### config.mk
export PLATFORM = sky130hd
export DESIGN_NAME = can_gerr_irq
export DESIGN_NICKNAME = d
export VERILOG_FILES = /design/src/rtl/cgerr_pkg.sv /design/src/rtl/cgerr_decode.sv /design/src/rtl/cgerr_rules.sv /design/src/rtl/cgerr_irq.sv /design/src/rtl/can_gerr_irq.sv
export SDC_FILE = /design/constraint.sdc
export NUM_CORES = 1
export LEC_CHECK = 0
export CORE_AREA = 2 2 39 41
export CTS_CLUSTER_DIAMETER = 80
export DETAILED_ROUTE_END_ITERATION = 12
export DIE_AREA = 0 0 41 43
export DONT_BUFFER_PORTS = 1
export GPL_TIMING_DRIVEN = 0
export PLACE_DENSITY = 0.53
export SLEW_MARGIN = 20
export SYNTH_ARGS = -nofsm -noshare
export SYNTH_HDL_FRONTEND = slang
export SYNTH_SLANG_ARGS = --single-unit
### constraint.sdc
create_clock -name clk -period 1.8 [get_ports clk]
set_clock_uncertainty 0.2 [all_clocks]
set_input_delay 0.36 -clock clk [delete_from_list [all_inputs] [get_ports clk]]
set_output_delay 0.36 -clock clk [all_outputs]
set_load 0.05 [all_outputs]
### src/rtl/cgerr_pkg.sv
package cgerr_pkg;

    localparam int CTRL_W  = 4;
    localparam int N_CAUSE = 4;
    localparam int N_LINE  = 2;
    localparam int N_GREG  = 3;

    localparam int GOFF_MODE  = 0;
    localparam int GOFF_IEN   = 1;
    localparam int GOFF_CAUSE = 2;

    localparam int C_UNDEF   = 0;
    localparam int C_MODECLR = 1;
    localparam int C_TMPWR   = 2;
    localparam int C_MODACC  = 3;

    typedef enum logic [1:0] {
        RGN_GLB   = 2'd0,
        RGN_TMP   = 2'd1,
        RGN_MOD   = 2'd2,
        RGN_UNDEF = 2'd3
    } region_e;

    typedef struct packed {
        logic                mode;
        logic [N_LINE-1:0]   en;
        logic [N_CAUSE-1:0]  cause;
    } gstate_t;

    // Which cause flags feed which interrupt line
    function automatic logic [N_CAUSE-1:0] line_mask(input int line);
        logic [N_CAUSE-1:0] m;
        m = '0;
        if (line == 0) begin
            m[C_UNDEF]   = 1'b1;
            m[C_MODECLR] = 1'b1;
        end else begin
            m[C_TMPWR]   = 1'b1;
            m[C_MODACC]  = 1'b1;
        end
        return m;
    endfunction

endpackage

### src/rtl/cgerr_decode.sv
module cgerr_decode
    import cgerr_pkg::*;
#(
    parameter int          ADDR_W   = 8,
    parameter int unsigned GLB_BASE = 32'h00,
    parameter int unsigned TMP_BASE = 32'h10,
    parameter int unsigned TMP_SIZE = 16,
    parameter int unsigned MOD_BASE = 32'h40,
    parameter int unsigned MOD_SPAN = 16,
    parameter int          N_MOD    = 4
) (
    input  logic [ADDR_W-1:0] addr_i,
    output region_e           region_o,
    output logic [N_GREG-1:0] gsel_o
);

    localparam int unsigned TMP_END = TMP_BASE + TMP_SIZE;

    logic [31:0]      a32;
    logic [N_MOD-1:0] mod_hit;
    logic             tmp_hit;

    assign a32     = 32'(addr_i);
    assign tmp_hit = (a32 >= TMP_BASE) && (a32 < TMP_END);

    for (genvar g = 0; g < N_GREG; g++) begin : g_glb
        assign gsel_o[g] = (a32 == GLB_BASE + 32'(g));
    end

    for (genvar m = 0; m < N_MOD; m++) begin : g_mod
        localparam int unsigned LO = MOD_BASE + 32'(m) * MOD_SPAN;
        localparam int unsigned HI = LO + MOD_SPAN;
        assign mod_hit[m] = (a32 >= LO) && (a32 < HI);
    end

    always_comb begin
        if (|gsel_o)       region_o = RGN_GLB;
        else if (tmp_hit)  region_o = RGN_TMP;
        else if (|mod_hit) region_o = RGN_MOD;
        else               region_o = RGN_UNDEF;
    end

endmodule

### src/rtl/cgerr_rules.sv
module cgerr_rules
    import cgerr_pkg::*;
#(
    parameter int N_MOD = 4
) (
    input  logic               valid_i,
    input  logic               write_i,
    input  logic               req_on_i,
    input  region_e            region_i,
    input  logic [N_GREG-1:0]  gsel_i,
    input  logic               mode_q_i,
    input  logic               sd_force_i,
    input  logic [N_MOD-1:0]   mod_init_i,
    output logic [N_CAUSE-1:0] viol_o,
    output logic               mode_d_o,
    output logic               ien_wr_o,
    output logic               cause_wr_o
);

    logic glb_wr;
    logic mode_wr;
    logic clr_try;
    logic blocked;

    assign glb_wr     = valid_i && write_i && (region_i == RGN_GLB);
    assign mode_wr    = glb_wr && gsel_i[GOFF_MODE];
    assign ien_wr_o   = glb_wr && gsel_i[GOFF_IEN];
    assign cause_wr_o = glb_wr && gsel_i[GOFF_CAUSE];

    assign blocked = !sd_force_i && !(&mod_init_i);
    assign clr_try = mode_wr && !req_on_i && mode_q_i;

    always_comb begin
        viol_o            = '0;
        viol_o[C_UNDEF]   = valid_i && (region_i == RGN_UNDEF);
        viol_o[C_MODECLR] = clr_try && blocked;
        viol_o[C_TMPWR]   = valid_i && write_i && (region_i == RGN_TMP) && mode_q_i;
        viol_o[C_MODACC]  = valid_i && (region_i == RGN_MOD) && !mode_q_i;
    end

    always_comb begin
        mode_d_o = mode_q_i;
        if (mode_wr) begin
            if (req_on_i)      mode_d_o = 1'b1;
            else if (!blocked) mode_d_o = 1'b0;
        end
    end

endmodule

### src/rtl/cgerr_irq.sv
module cgerr_irq
    import cgerr_pkg::*;
(
    input  logic [N_CAUSE-1:0] cause_i,
    input  logic [N_LINE-1:0]  en_i,
    output logic [N_LINE-1:0]  irq_o
);

    for (genvar l = 0; l < N_LINE; l++) begin : g_line
        localparam logic [N_CAUSE-1:0] MASK = line_mask(l);
        assign irq_o[l] = en_i[l] && |(cause_i & MASK);
    end

endmodule

### src/rtl/can_gerr_irq.sv
module can_gerr_irq
    import cgerr_pkg::*;
#(
    parameter int          ADDR_W   = 8,
    parameter int unsigned GLB_BASE = 32'h00,
    parameter int unsigned TMP_BASE = 32'h10,
    parameter int unsigned TMP_SIZE = 16,
    parameter int unsigned MOD_BASE = 32'h40,
    parameter int unsigned MOD_SPAN = 16,
    parameter int          N_MOD    = 4
) (
    input  logic              clk,
    input  logic              rst_n,
    input  logic              acc_valid_i,
    input  logic              acc_write_i,
    input  logic [ADDR_W-1:0] acc_addr_i,
    input  logic [CTRL_W-1:0] acc_wdata_i,
    input  logic              sd_force_i,
    input  logic [N_MOD-1:0]  mod_init_i,
    output logic              op_mode_o,
    output logic [N_CAUSE-1:0] cause_o,
    output logic [N_LINE-1:0] irq_o
);

    region_e            rgn;
    logic [N_GREG-1:0]  gsel;
    logic [N_CAUSE-1:0] viol;
    logic               mode_d;
    logic               ien_wr;
    logic               cause_wr;
    gstate_t            st_d;
    gstate_t            st_q;

    cgerr_decode #(
        .ADDR_W  (ADDR_W),
        .GLB_BASE(GLB_BASE),
        .TMP_BASE(TMP_BASE),
        .TMP_SIZE(TMP_SIZE),
        .MOD_BASE(MOD_BASE),
        .MOD_SPAN(MOD_SPAN),
        .N_MOD   (N_MOD)
    ) u_dec (
        .addr_i  (acc_addr_i),
        .region_o(rgn),
        .gsel_o  (gsel)
    );

    cgerr_rules #(
        .N_MOD(N_MOD)
    ) u_rules (
        .valid_i   (acc_valid_i),
        .write_i   (acc_write_i),
        .req_on_i  (acc_wdata_i[0]),
        .region_i  (rgn),
        .gsel_i    (gsel),
        .mode_q_i  (st_q.mode),
        .sd_force_i(sd_force_i),
        .mod_init_i(mod_init_i),
        .viol_o    (viol),
        .mode_d_o  (mode_d),
        .ien_wr_o  (ien_wr),
        .cause_wr_o(cause_wr)
    );

    always_comb begin
        st_d      = st_q;
        st_d.mode = mode_d;
        if (ien_wr) begin
            for (int l = 0; l < N_LINE; l++) begin
                if (acc_wdata_i[2*l+1])    st_d.en[l] = 1'b0;
                else if (acc_wdata_i[2*l]) st_d.en[l] = 1'b1;
            end
        end
        if (cause_wr) st_d.cause = st_q.cause & ~acc_wdata_i;
        st_d.cause = st_d.cause | viol;
    end

    always_ff @(posedge clk or negedge rst_n) begin
        if (!rst_n) st_q <= '0;
        else        st_q <= st_d;
    end

    cgerr_irq u_irq (
        .cause_i(st_q.cause),
        .en_i   (st_q.en),
        .irq_o  (irq_o)
    );

    assign op_mode_o = st_q.mode;
    assign cause_o   = st_q.cause;

endmodule

==> impl_results.md <==
* Status: finished, violations left
* Failing checks: setup timing
* Max Freq at around 540 MHz
* Synth top area cells: dfrtp_1 36%, or4b_1 6.1%, buf_4 6.1%
* Final setup vio count at 1
* FF/Latch Area at 176 sq um
* Hold_sp: acc_wdata_i[1]
* Reg2Reg Launch Point: op_mode_o$_DFFE_PN0P_
* Layout cells sized above 1 at 22.0%
* Number of setup buffers added after CTS at 0
* Largest net degree at the start of global routing at 8
* Largest family of logic cells by synthesized area: compound AO/OA/AOI/OAI gates
* P_int at 0.278 mW
* Final period util at 102%
* Seq pwr share at 44.2%
* CTS tree: built
* Synth Area in Compound Gates at 26.5%
* Total power at between 0.3 and 0.4 mW
* Syn Inst Count at between 50 and 60
* Pleak at 0.220 nW
* Maximum VDD drop at 0.000366 V
* GRT Overall Usage at between 10% and 20%
* Crit path required time at 1770 ps
* Placed Cells incl. Taps at 69
* Mapped Area at 492 sq um
* Most common cell in the netlist: dfrtp_1
* Syn_nets at 74
* Reg2Reg Setup Slack at -40 ps
* GR Overflow Total at 0
* Worst R2R End: cause_o[1]$_DFF_PN0_
* Primary FF master, synth: dfrtp_1
* Ys Warns at 0
* Multi-input logic area at 265 sq um
* Highest-delay cell along the critical path: dfrtp_2
* Die Footprint at 0.00176 sq mm
* Synth cell count leaders: 7 x dfrtp_1, 4 x buf_4, 4 x inv_1
* Clock Latency Late Sink at 250 ps
* Num rows at 14
* Clk pwr share at roughly 37%
* Starting density of the core at between 30% and 40%
* CTS H-tree depth at 1
* Final worst setup slack at -39.7 ps
* Post-synthesis adder-cell area fraction at 0%
* Total routed wirelength at between 1000 and 1500 um
* Hold WS at 10.7 ps
* Worst hold path depth at 1
* Number of flops mapped to enable cells by yosys at 0
* Ys async rst share at 100%
* Synth Area in Simple Gates at 24.7%
* Crit end category: flop
* Drt pass-1 iters at 2
* Hold crit path type: in2reg
* RSZ-0062 raised after global routing: true
* Clock sink total at 7
* Routability cong. at 0.754
* Die width at 41 um
* Startpoint class of the critical path: flop
* Maxcap violations at 0
* Vias in the first global route at 463
* Core Region at 0.00138 sq mm
* Layout Nets at 81
* Filler Cell Count at about 160
* Pre-CTS WS at -212 ps
* Crit-path max FO at 6
* Num CTS Buffers at 3
* CP arrival at 1810 ps
* Post-route insts no fill at 75
* CTS Buffer Depth at 2
* Syn Area/Cell at roughly 9.3 sq um
* DR iter-0 viols at 3
* CTS Root Cell: clkbuf_4
* Worst rel slew slack at ~70%
* CP Class: reg2reg
* Combinational power share at 18.7%
* Clk slew on worst S/H paths at 50 ps
* Pwr dens at 685 mW/mm^2
* Synth Register Bits at 7
* Slew of the pin with the lowest slew margin at 482 ps
* DPL Wire Length at 945 um
* Post-Synth XOR/XNOR Area at 0%
* First-pass GRT wire length at 2020 um
* Worst path cell trace: or3b_1 > or4b_1 > o211ai_1
* PortBufs at 0
* Switching part of the total power at roughly 29%
* # diodes at 0
* Leading area contributor after synthesis: dfrtp_1
* Area grow syn2layout at 15.8%
* I/O pin cnt at 28
* Mux contribution to synthesized area at 2.04%
* End of the worst hold path: st_q[4]$_DFFE_PN0P_
* Detailed-route via count at around 440
* Post-route DRC at 0
* Die span in y at 43 um
* Post-synthesis sequential area ratio at 35.6%
* Crit-path max cell delay at approximately 560 ps
* Initial antenna violation count at 0
* Routed Antenna Nets at 0
* Post-route minimum period at 1840 ps
* Fin. max-slew vios at 0
* Share of the synthesized area in the top cell type at roughly 36%
* Finished Core Util at between 40 and 50%
* Endpoints failing hold at 0
* Register-to-Register Path Depth at 3
* P_sw at ~0.11 mW
* Routed vias/inst at 5.85
* Post-DR wirelength/cell at 15.6 um
* Count of different cell masters after synthesis at 28
## through the flow
stage / instance area, sq um / setup TNS [ps]
after floorplan: 502 / -148
after global placement: 522 / -228
after detailed placement: 522 / -212
after CTS: 569 / -53.4
after global routing: 569 / -126
final: 569 / -39.7
## kinds of logic after synthesis
kind of cell,after synthesis
multiplexers,1
AO/OA/AOI/OAI,18
buffers and inverters,10
AND/OR/NAND/NOR,17
flip-flops,7
## cell type report
cell class	count	area share [%]
multi-input cells	36	46.6
flip-flops and latches	7	31.0
plain buffers	6	8.13
clock buffers	4	4.62
repair buffers	2	3.52
well taps	16	3.52
inverters	4	2.64
## timing repair
| action | 4_1_cts | 5_1_grt |
|---|---|---|
| setup endpoints to repair | 1 | 1 |
| gates resized for setup | 1 | 0 |
| endpoints found under the hold margin | 8 | 0 |
| hold buffers | 2 | 0 |
## critical path, delay by kind of cell (launching register included)
family / cells / cell delay [ps]
AO/OA/AOI/OAI: 1 / 170
flip-flops: 1 / 560
AND/OR/NAND/NOR: 2 / 830
## cell usage in the layout, fill, tap and decap left out
cell,n
o211ai_1,1
or4b_1,2
a211o_1,1
clkbuf_2,1
inv_1,4
nand4_1,2
o21a_1,2
a21boi_0,1
nor3_1,1
o21ai_1,2
a221oi_1,1
clkbuf_1,1
dlygate4sd3_1,2
or2_2,1
nor4_1,1
a31oi_1,3
clkbuf_4,3
dfrtp_2,1
dfrtp_1,6
nand3b_1,3
and4bb_2,1
buf_6,1
nor2_1,2
nand2_1,1
a21oi_1,1
o41ai_1,1
or3b_1,1
nor2b_1,1
buf_4,4
a41oi_1,2
mux2i_1,1
o31ai_1,3
or4b_4,1
## worst max path at each step
stage,slack (ps),to,start
final,-40,cause_o[1]$_DFF_PN0_,op_mode_o$_DFFE_PN0P_
after global routing,-130,cause_o[1]$_DFF_PN0_,op_mode_o$_DFFE_PN0P_
after CTS,-50,cause_o[1]$_DFF_PN0_,op_mode_o$_DFFE_PN0P_
after detailed placement,-210,cause_o[1]$_DFF_PN0_,op_mode_o$_DFFE_PN0P_
after global placement,-230,cause_o[1]$_DFF_PN0_,acc_addr_i[7]
after floorplan,-150,cause_o[1]$_DFF_PN0_,acc_addr_i[5]
## power by group through the flow
stage | logic, mW | clock network [mW] | registers (mW)
final | 0.0731 | 0.144 | 0.172
after global routing | 0.0803 | 0.164 | 0.174
after CTS | 0.0739 | 0.149 | 0.172
after detailed placement | 0.0669 | 0 | 0.175
after global placement | 0.0669 | 0 | 0.175
after floorplan | 0.0628 | 0 | 0.173
## per-layer routing
layer | up-vias | GRT usage [%] | part of all wire [%]
met1 | 195 | 22.5 | 44
li1 | 218 | - | -
met5 | - | 0 | 0
met4 | 0 | 12.0 | 3.6
met3 | 6 | 8.90 | 7.4
met2 | 20 | 22.8 | 45
## registers in the layout, indices dropped and copies added (netlist names)
register	flops
op_mode_o	1
cause_o	4
st_q	2
Note: power is estimated with default switching activity, not from simulation.
